File: src/rtl/pkt_mmu_pkg.sv
package pkt_mmu_pkg;
  localparam logic [2:0] OP_ALLOC = 3'b001;
  localparam logic [2:0] OP_FREE  = 3'b101;
  localparam logic [2:0] OP_ENQ   = 3'b110;
  localparam logic [2:0] OP_QCLR  = 3'b111;

  typedef enum logic [1:0] {
    ENG_IDLE  = 2'd0,
    ENG_ALLOC = 2'd1,
    ENG_FREE  = 2'd2
  } eng_state_e;
endpackage

File: src/rtl/pkt_mmu_fifo.sv
module pkt_mmu_fifo #(
  parameter int W     = 3,
  parameter int DEPTH = 4
) (
  input  logic         clk,
  input  logic         rst,
  input  logic         clr,
  input  logic         push,
  input  logic [W-1:0] din,
  input  logic         pop,
  output logic [W-1:0] dout,
  output logic         empty,
  output logic         full
);
  localparam int AW = (DEPTH > 1) ? $clog2(DEPTH) : 1;

  logic [W-1:0] mem [DEPTH];
  logic [AW:0]  wp, rp;
  logic         do_push, do_pop;

  assign empty   = (wp == rp);
  assign full    = (wp[AW] != rp[AW]) && (wp[AW-1:0] == rp[AW-1:0]);
  assign do_push = push && !full;
  assign do_pop  = pop && !empty;
  assign dout    = mem[rp[AW-1:0]];

  // storage without reset so it maps onto RAM
  always_ff @(posedge clk) begin
    if (do_push) mem[wp[AW-1:0]] <= din;
  end

  always_ff @(posedge clk) begin
    if (rst || clr) begin
      wp <= '0;
      rp <= '0;
    end else begin
      if (do_push) wp <= wp + 1'b1;
      if (do_pop)  rp <= rp + 1'b1;
    end
  end

  // fill level never goes past the depth
  a_r7_level_bounded: assert property (@(posedge clk) disable iff (rst)
    (wp - rp) <= (AW+1)'(DEPTH));
  // a push into a full queue without a pop leaves it full
  a_r7_full_holds: assert property (@(posedge clk) disable iff (rst)
    (full && push && !pop && !clr) |=> full);
  // a flush leaves the queue empty
  a_r8_clr_empties: assert property (@(posedge clk) disable iff (rst)
    clr |=> empty);
endmodule

File: src/rtl/pkt_mmu_pages.sv
module pkt_mmu_pages
  import pkt_mmu_pkg::*;
#(
  parameter int NUM_PAGES   = 8,
  parameter int ALLOC_PAGES = 2,
  localparam int PN_W       = $clog2(NUM_PAGES)
) (
  input  logic            clk,
  input  logic            rst,
  input  logic            start_alloc,
  input  logic            start_free,
  input  logic [PN_W-1:0] free_pkt,
  output logic            busy,
  output logic            failed,
  output logic [PN_W-1:0] alloc_pkt,
  output logic            alloc_irq,
  output logic            err
);
  localparam int CNT_W = $clog2(NUM_PAGES + 1);
  localparam int ACW   = $clog2(ALLOC_PAGES + 1);

  eng_state_e      state;
  logic [NUM_PAGES-1:0] used;
  logic [PN_W-1:0] owner [NUM_PAGES];
  logic [PN_W-1:0] tgt, cmp_pkt, ff_idx, hit_idx;
  logic            hit_any;
  logic [CNT_W-1:0] free_cnt;
  logic [ACW-1:0]  taken;

  // lowest free page, lowest page of the compared packet, free count
  always_comb begin
    cmp_pkt  = (state == ENG_IDLE) ? free_pkt : tgt;
    ff_idx   = '0;
    hit_idx  = '0;
    hit_any  = 1'b0;
    free_cnt = '0;
    for (int i = NUM_PAGES - 1; i >= 0; i--) begin
      if (!used[i]) ff_idx = PN_W'(i);
      if (used[i] && owner[i] == cmp_pkt) begin
        hit_any = 1'b1;
        hit_idx = PN_W'(i);
      end
    end
    for (int i = 0; i < NUM_PAGES; i++)
      free_cnt = free_cnt + CNT_W'(!used[i]);
  end

  always_ff @(posedge clk) begin
    if (state == ENG_ALLOC) owner[ff_idx] <= tgt;
  end

  always_ff @(posedge clk) begin
    if (rst) begin
      state     <= ENG_IDLE;
      used      <= '0;
      busy      <= 1'b0;
      failed    <= 1'b0;
      alloc_pkt <= '0;
      alloc_irq <= 1'b0;
      err       <= 1'b0;
      tgt       <= '0;
      taken     <= '0;
    end else begin
      alloc_irq <= 1'b0;
      case (state)
        ENG_IDLE: begin
          if (start_alloc) begin
            failed <= 1'b1;
            if (free_cnt >= CNT_W'(ALLOC_PAGES)) begin
              state <= ENG_ALLOC;
              tgt   <= ff_idx;
              taken <= '0;
            end
          end else if (start_free) begin
            if (hit_any) begin
              state <= ENG_FREE;
              busy  <= 1'b1;
              tgt   <= free_pkt;
            end else begin
              err <= 1'b1;
            end
          end
        end
        ENG_ALLOC: begin
          used[ff_idx] <= 1'b1;
          taken        <= taken + 1'b1;
          if (taken == ACW'(ALLOC_PAGES - 1)) begin
            state     <= ENG_IDLE;
            failed    <= 1'b0;
            alloc_pkt <= tgt;
            alloc_irq <= 1'b1;
          end
          if (start_alloc || start_free) err <= 1'b1;
        end
        ENG_FREE: begin
          if (hit_any) begin
            used[hit_idx] <= 1'b0;
          end else begin
            state <= ENG_IDLE;
            busy  <= 1'b0;
          end
          if (start_alloc || start_free) err <= 1'b1;
        end
        default: state <= ENG_IDLE;
      endcase
    end
  end

  // the completion pulse only comes with a cleared FAILED
  a_r2_irq_with_success: assert property (@(posedge clk) disable iff (rst)
    alloc_irq |-> !failed);
  // BUSY only drops once the packet has no page left
  a_r4_busy_ends_clean: assert property (@(posedge clk) disable iff (rst)
    $fell(busy) |-> $past(!hit_any));
  // a refused allocation touches no page
  a_r3_refused_keeps_map: assert property (@(posedge clk) disable iff (rst)
    (state == ENG_IDLE && start_alloc && free_cnt < CNT_W'(ALLOC_PAGES)) |=> $stable(used));
  // the error flag is sticky
  a_r5_err_sticky: assert property (@(posedge clk) disable iff (rst)
    err |=> err);
  // the page map moves only during a walk
  a_r8_idle_map_stable: assert property (@(posedge clk) disable iff (rst)
    (state == ENG_IDLE) |=> $stable(used));
endmodule

File: src/rtl/pkt_mmu.sv
module pkt_mmu
  import pkt_mmu_pkg::*;
#(
  parameter int NUM_PAGES   = 8,
  parameter int ALLOC_PAGES = 2,
  parameter int TXQ_DEPTH   = 4,
  parameter int CMPL_DEPTH  = 4,
  parameter int CMD_W       = 8,
  localparam int PN_W       = $clog2(NUM_PAGES)
) (
  input  logic             clk,
  input  logic             rst,
  input  logic             cmd_wr,
  input  logic [CMD_W-1:0] cmd_wdata,
  input  logic [PN_W-1:0]  pnr,
  output logic             busy,
  output logic             failed,
  output logic [PN_W-1:0]  alloc_pkt,
  output logic             alloc_irq,
  output logic             err_flag,
  output logic             tx_ovf,
  input  logic             tx_pop,
  output logic [PN_W-1:0]  tx_head,
  output logic             tx_empty,
  input  logic             cmpl_push,
  input  logic [PN_W-1:0]  cmpl_din,
  input  logic             cmpl_rd,
  output logic [PN_W-1:0]  cmpl_head,
  output logic             cmpl_empty
);
  logic             wr_q;
  logic [2:0]       op_q;
  logic             exec, go_alloc, go_free, go_enq, go_clr;
  logic             tx_full, cmpl_full;

  // the command is taken on the falling strobe, with the last word seen
  always_ff @(posedge clk) begin
    if (rst) begin
      wr_q <= 1'b0;
      op_q <= '0;
    end else begin
      wr_q <= cmd_wr;
      if (cmd_wr) op_q <= cmd_wdata[CMD_W-1 -: 3];
    end
  end

  assign exec     = wr_q && !cmd_wr;
  assign go_alloc = exec && (op_q == OP_ALLOC);
  assign go_free  = exec && (op_q == OP_FREE);
  assign go_enq   = exec && (op_q == OP_ENQ);
  assign go_clr   = exec && (op_q == OP_QCLR);

  always_ff @(posedge clk) begin
    if (rst)                    tx_ovf <= 1'b0;
    else if (go_enq && tx_full) tx_ovf <= 1'b1;
  end

  pkt_mmu_pages #(.NUM_PAGES(NUM_PAGES), .ALLOC_PAGES(ALLOC_PAGES)) u_pages (
    .clk(clk), .rst(rst),
    .start_alloc(go_alloc), .start_free(go_free), .free_pkt(pnr),
    .busy(busy), .failed(failed), .alloc_pkt(alloc_pkt),
    .alloc_irq(alloc_irq), .err(err_flag)
  );

  pkt_mmu_fifo #(.W(PN_W), .DEPTH(TXQ_DEPTH)) u_txq (
    .clk(clk), .rst(rst), .clr(go_clr),
    .push(go_enq), .din(pnr), .pop(tx_pop),
    .dout(tx_head), .empty(tx_empty), .full(tx_full)
  );

  pkt_mmu_fifo #(.W(PN_W), .DEPTH(CMPL_DEPTH)) u_cmplq (
    .clk(clk), .rst(rst), .clr(go_clr),
    .push(cmpl_push), .din(cmpl_din), .pop(cmpl_rd),
    .dout(cmpl_head), .empty(cmpl_empty), .full(cmpl_full)
  );

  // an accepted enqueue leaves the pending queue non-empty
  a_r6_enq_lands: assert property (@(posedge clk) disable iff (rst)
    go_enq |=> !tx_empty);
  // overflow stays set until reset
  a_r7_ovf_sticky: assert property (@(posedge clk) disable iff (rst)
    tx_ovf |=> tx_ovf);
  // nothing starts while the strobe is still high
  a_r1_hold_no_start: assert property (@(posedge clk) disable iff (rst)
    (cmd_wr && !busy) |=> !$rose(busy));
  // a push into a non-full completion queue leaves it non-empty
  a_r9_cmpl_lands: assert property (@(posedge clk) disable iff (rst)
    (cmpl_push && !cmpl_full && !go_clr) |=> !cmpl_empty);
endmodule

File: config.mk
export PLATFORM = sky130hd
export DESIGN_NAME = pkt_mmu
export DESIGN_NICKNAME = d
export VERILOG_FILES = /design/src/rtl/pkt_mmu_pkg.sv /design/src/rtl/pkt_mmu_fifo.sv /design/src/rtl/pkt_mmu_pages.sv /design/src/rtl/pkt_mmu.sv
export SDC_FILE = /design/constraint.sdc
export NUM_CORES = 1
export LEC_CHECK = 0
export ABC_AREA = 1
export BUFFER_PORTS_ARGS = -buffer_cell sky130_fd_sc_hd__buf_4
export CORE_ASPECT_RATIO = 1.25
export CORE_MARGIN = 2
export CORE_UTILIZATION = 37
export DETAILED_ROUTE_END_ITERATION = 8
export PLACE_DENSITY = 0.6
export RECOVER_POWER = 50
export SKIP_CTS_REPAIR_TIMING = 1
export SYNTH_ARGS = -nofsm -noshare
export SYNTH_HDL_FRONTEND = slang
export SYNTH_HIERARCHICAL = 1
export SYNTH_SLANG_ARGS = --single-unit
File: constraint.sdc
create_clock -name clk -period 8.15 [get_ports clk]
set_clock_uncertainty 0.15 [all_clocks]
set_input_delay 1.2225 -clock clk [delete_from_list [all_inputs] [get_ports clk]]
set_output_delay 1.2225 -clock clk [all_outputs]
set_load 0.005 [all_outputs]
==> metrics <==
final hold violations=0; Setup CP Type=flop to flop; vias=3932; layout cell share with drive strength beyond 1=14.2%; worst-path maximum fanout=4; fin worst setup slack=4.34 ns; max-cap violations=0; GPL Wtd Cong=0.871; vias in the first global route=3698; dpl hpwl=7710 um; Hold WC Path Type=flop to flop; Pre-Repair DR Iteration Count=4; area of the multi-input gates=2180 um2; Cell Rows=47; DRC=0; dpl cells=811; max frequency=0.263 GHz; CTS tree=yes; Critical Path AT=3.86 ns; setup TNS=0 ns; Finished Layout Cells=827; Iteration-0 DRC Markers=218; total power=1.00 mW; required time of the critical path=8.20 ns; Sink Count=91; commonest cells after routing, fill and taps aside=nand2_1, nor2_1, inv_1; element type at the critical path end=flop; WL/cell=12.3 um; synth warn=6; H-Tree Depth=3; n_diodes=0; die width=107 um; root buffer cell=clkbuf_16; Routed WL=10200 um; Slew headroom=34.0%; Power Dens Cells=180 nW/um2; Peak VDD IR=86.8 uV; Num CTS Buffers=9; Die Ht=133 um; Longest Clk Path Bufs=2; Slew Viols, Final=0; GRT overflow=0; Slew @ Worst Pin=0.990 ns; Synth Area per Inst=7.99 um2; Synthesized Nets=656; maximum number of pins on one net before global-route repair=23; Cells after Synth=615; worst slack at placement=4.37 ns; Initial Util=37.5%; Antenna Violating Nets Remaining=0; Area Growth Syn to Fin=13.5%; sequential standard cell area=2300 um2; # fillers=1266; Synth Cell Area=4910 um2; # setup viols final=0; Vias/cell=4.75; status=complete, no violations; Overall Global Routing Usage=15.2%; die area=14200 um2; RSZ-0062 raised after global routing=no; antenna violations before repair=0; Leak=2.52 nW; global-route wire length before repair=17300 um; Worst-Skew Late Latency=0.34 ns; Setup crit start kind=flop; Nets=692; Reg clk slew, reported paths=0.07 ns; IO Count=36; Port-buffer cells=30; final hold slack=0.313 ns; minimum clock period=3.81 ns; most common cell after layout, fill and taps aside=nand2_1; fin crit share=46.7%; Core Box Area=13100 um2
==> per-layer routing <==
layer	global-route usage (%)	vias up	share of wire, %
met5	0	-	0
li1	-	2053	-
met1	18.5	1786	45
met3	3.25	19	3.0
met4	5.12	0	1.8
met2	26.2	74	51
==> layout make-up <==
class                           count  share of cell area, %
Inverter                          100                   6.82
Timing Repair Buffer               31                   3.64
Multi-Input combinational cell    418                   39.1
Clock inverter                      7                   1.23
Tap cell                          171                   3.84
Clock buffer                        9                   4.04
Sequential cell                    91                   41.3
==> power by group <==
| group | switching [mW] | internal [mW] |
|---|---|---|
| sequential | 0.0102 | 0.492 |
| clock | 0.193 | 0.215 |
| combinational | 0.0563 | 0.0378 |
==> through the flow <==
step | cell area, um2 | util [%]
after floorplan | 4910 | -
after detailed placement | 5320 | 40.6
after CTS | 5610 | 42.8
after global routing | 5570 | 42.5
final | 5570 | 42.5
after global placement | 5320 | 40.6
==> registers in the layout, indices dropped and copies added (netlist names), 3 cells and up, named ones only <==
name and count:
u_pages/alloc_pkt 3, u_pages/tgt 3, op_q 3, u_txq/rp 3, u_cmplq/wp 3, u_cmplq/rp 3, u_pages/used 8, u_cmplq/mem 12
u_pages/owner 24, u_txq/wp 3, u_txq/mem 12
==> final timing paths <==
path                    from               end  slack (ns)  depth (start not counted)
max reg2reg  u_pages/used[0]  u_pages/taken[1]        4.34                         16
min              u_pages/err       u_pages/err        0.31                          2
min reg2reg      u_pages/err       u_pages/err        0.31                          2
max          u_pages/used[0]  u_pages/taken[1]        4.34                         16
==> worst max-delay path, stage by stage (launching register included) <==
cell       delay [ns]
dfxtp_1          0.36
fa_1             0.55
inv_1            0.05
fa_1             0.46
fa_1             0.53
ha_1             0.17
inv_1            0.06
fa_1             0.35
inv_1            0.08
nand2_1          0.05
nor2_1           0.08
o2bb2ai_1        0.14
nand2_1          0.11
a21oi_1          0.27
nor3_1           0.08
a21oi_1          0.12
nor2_1           0.05
No activity file was read; power rests on OpenSTA's default activity.
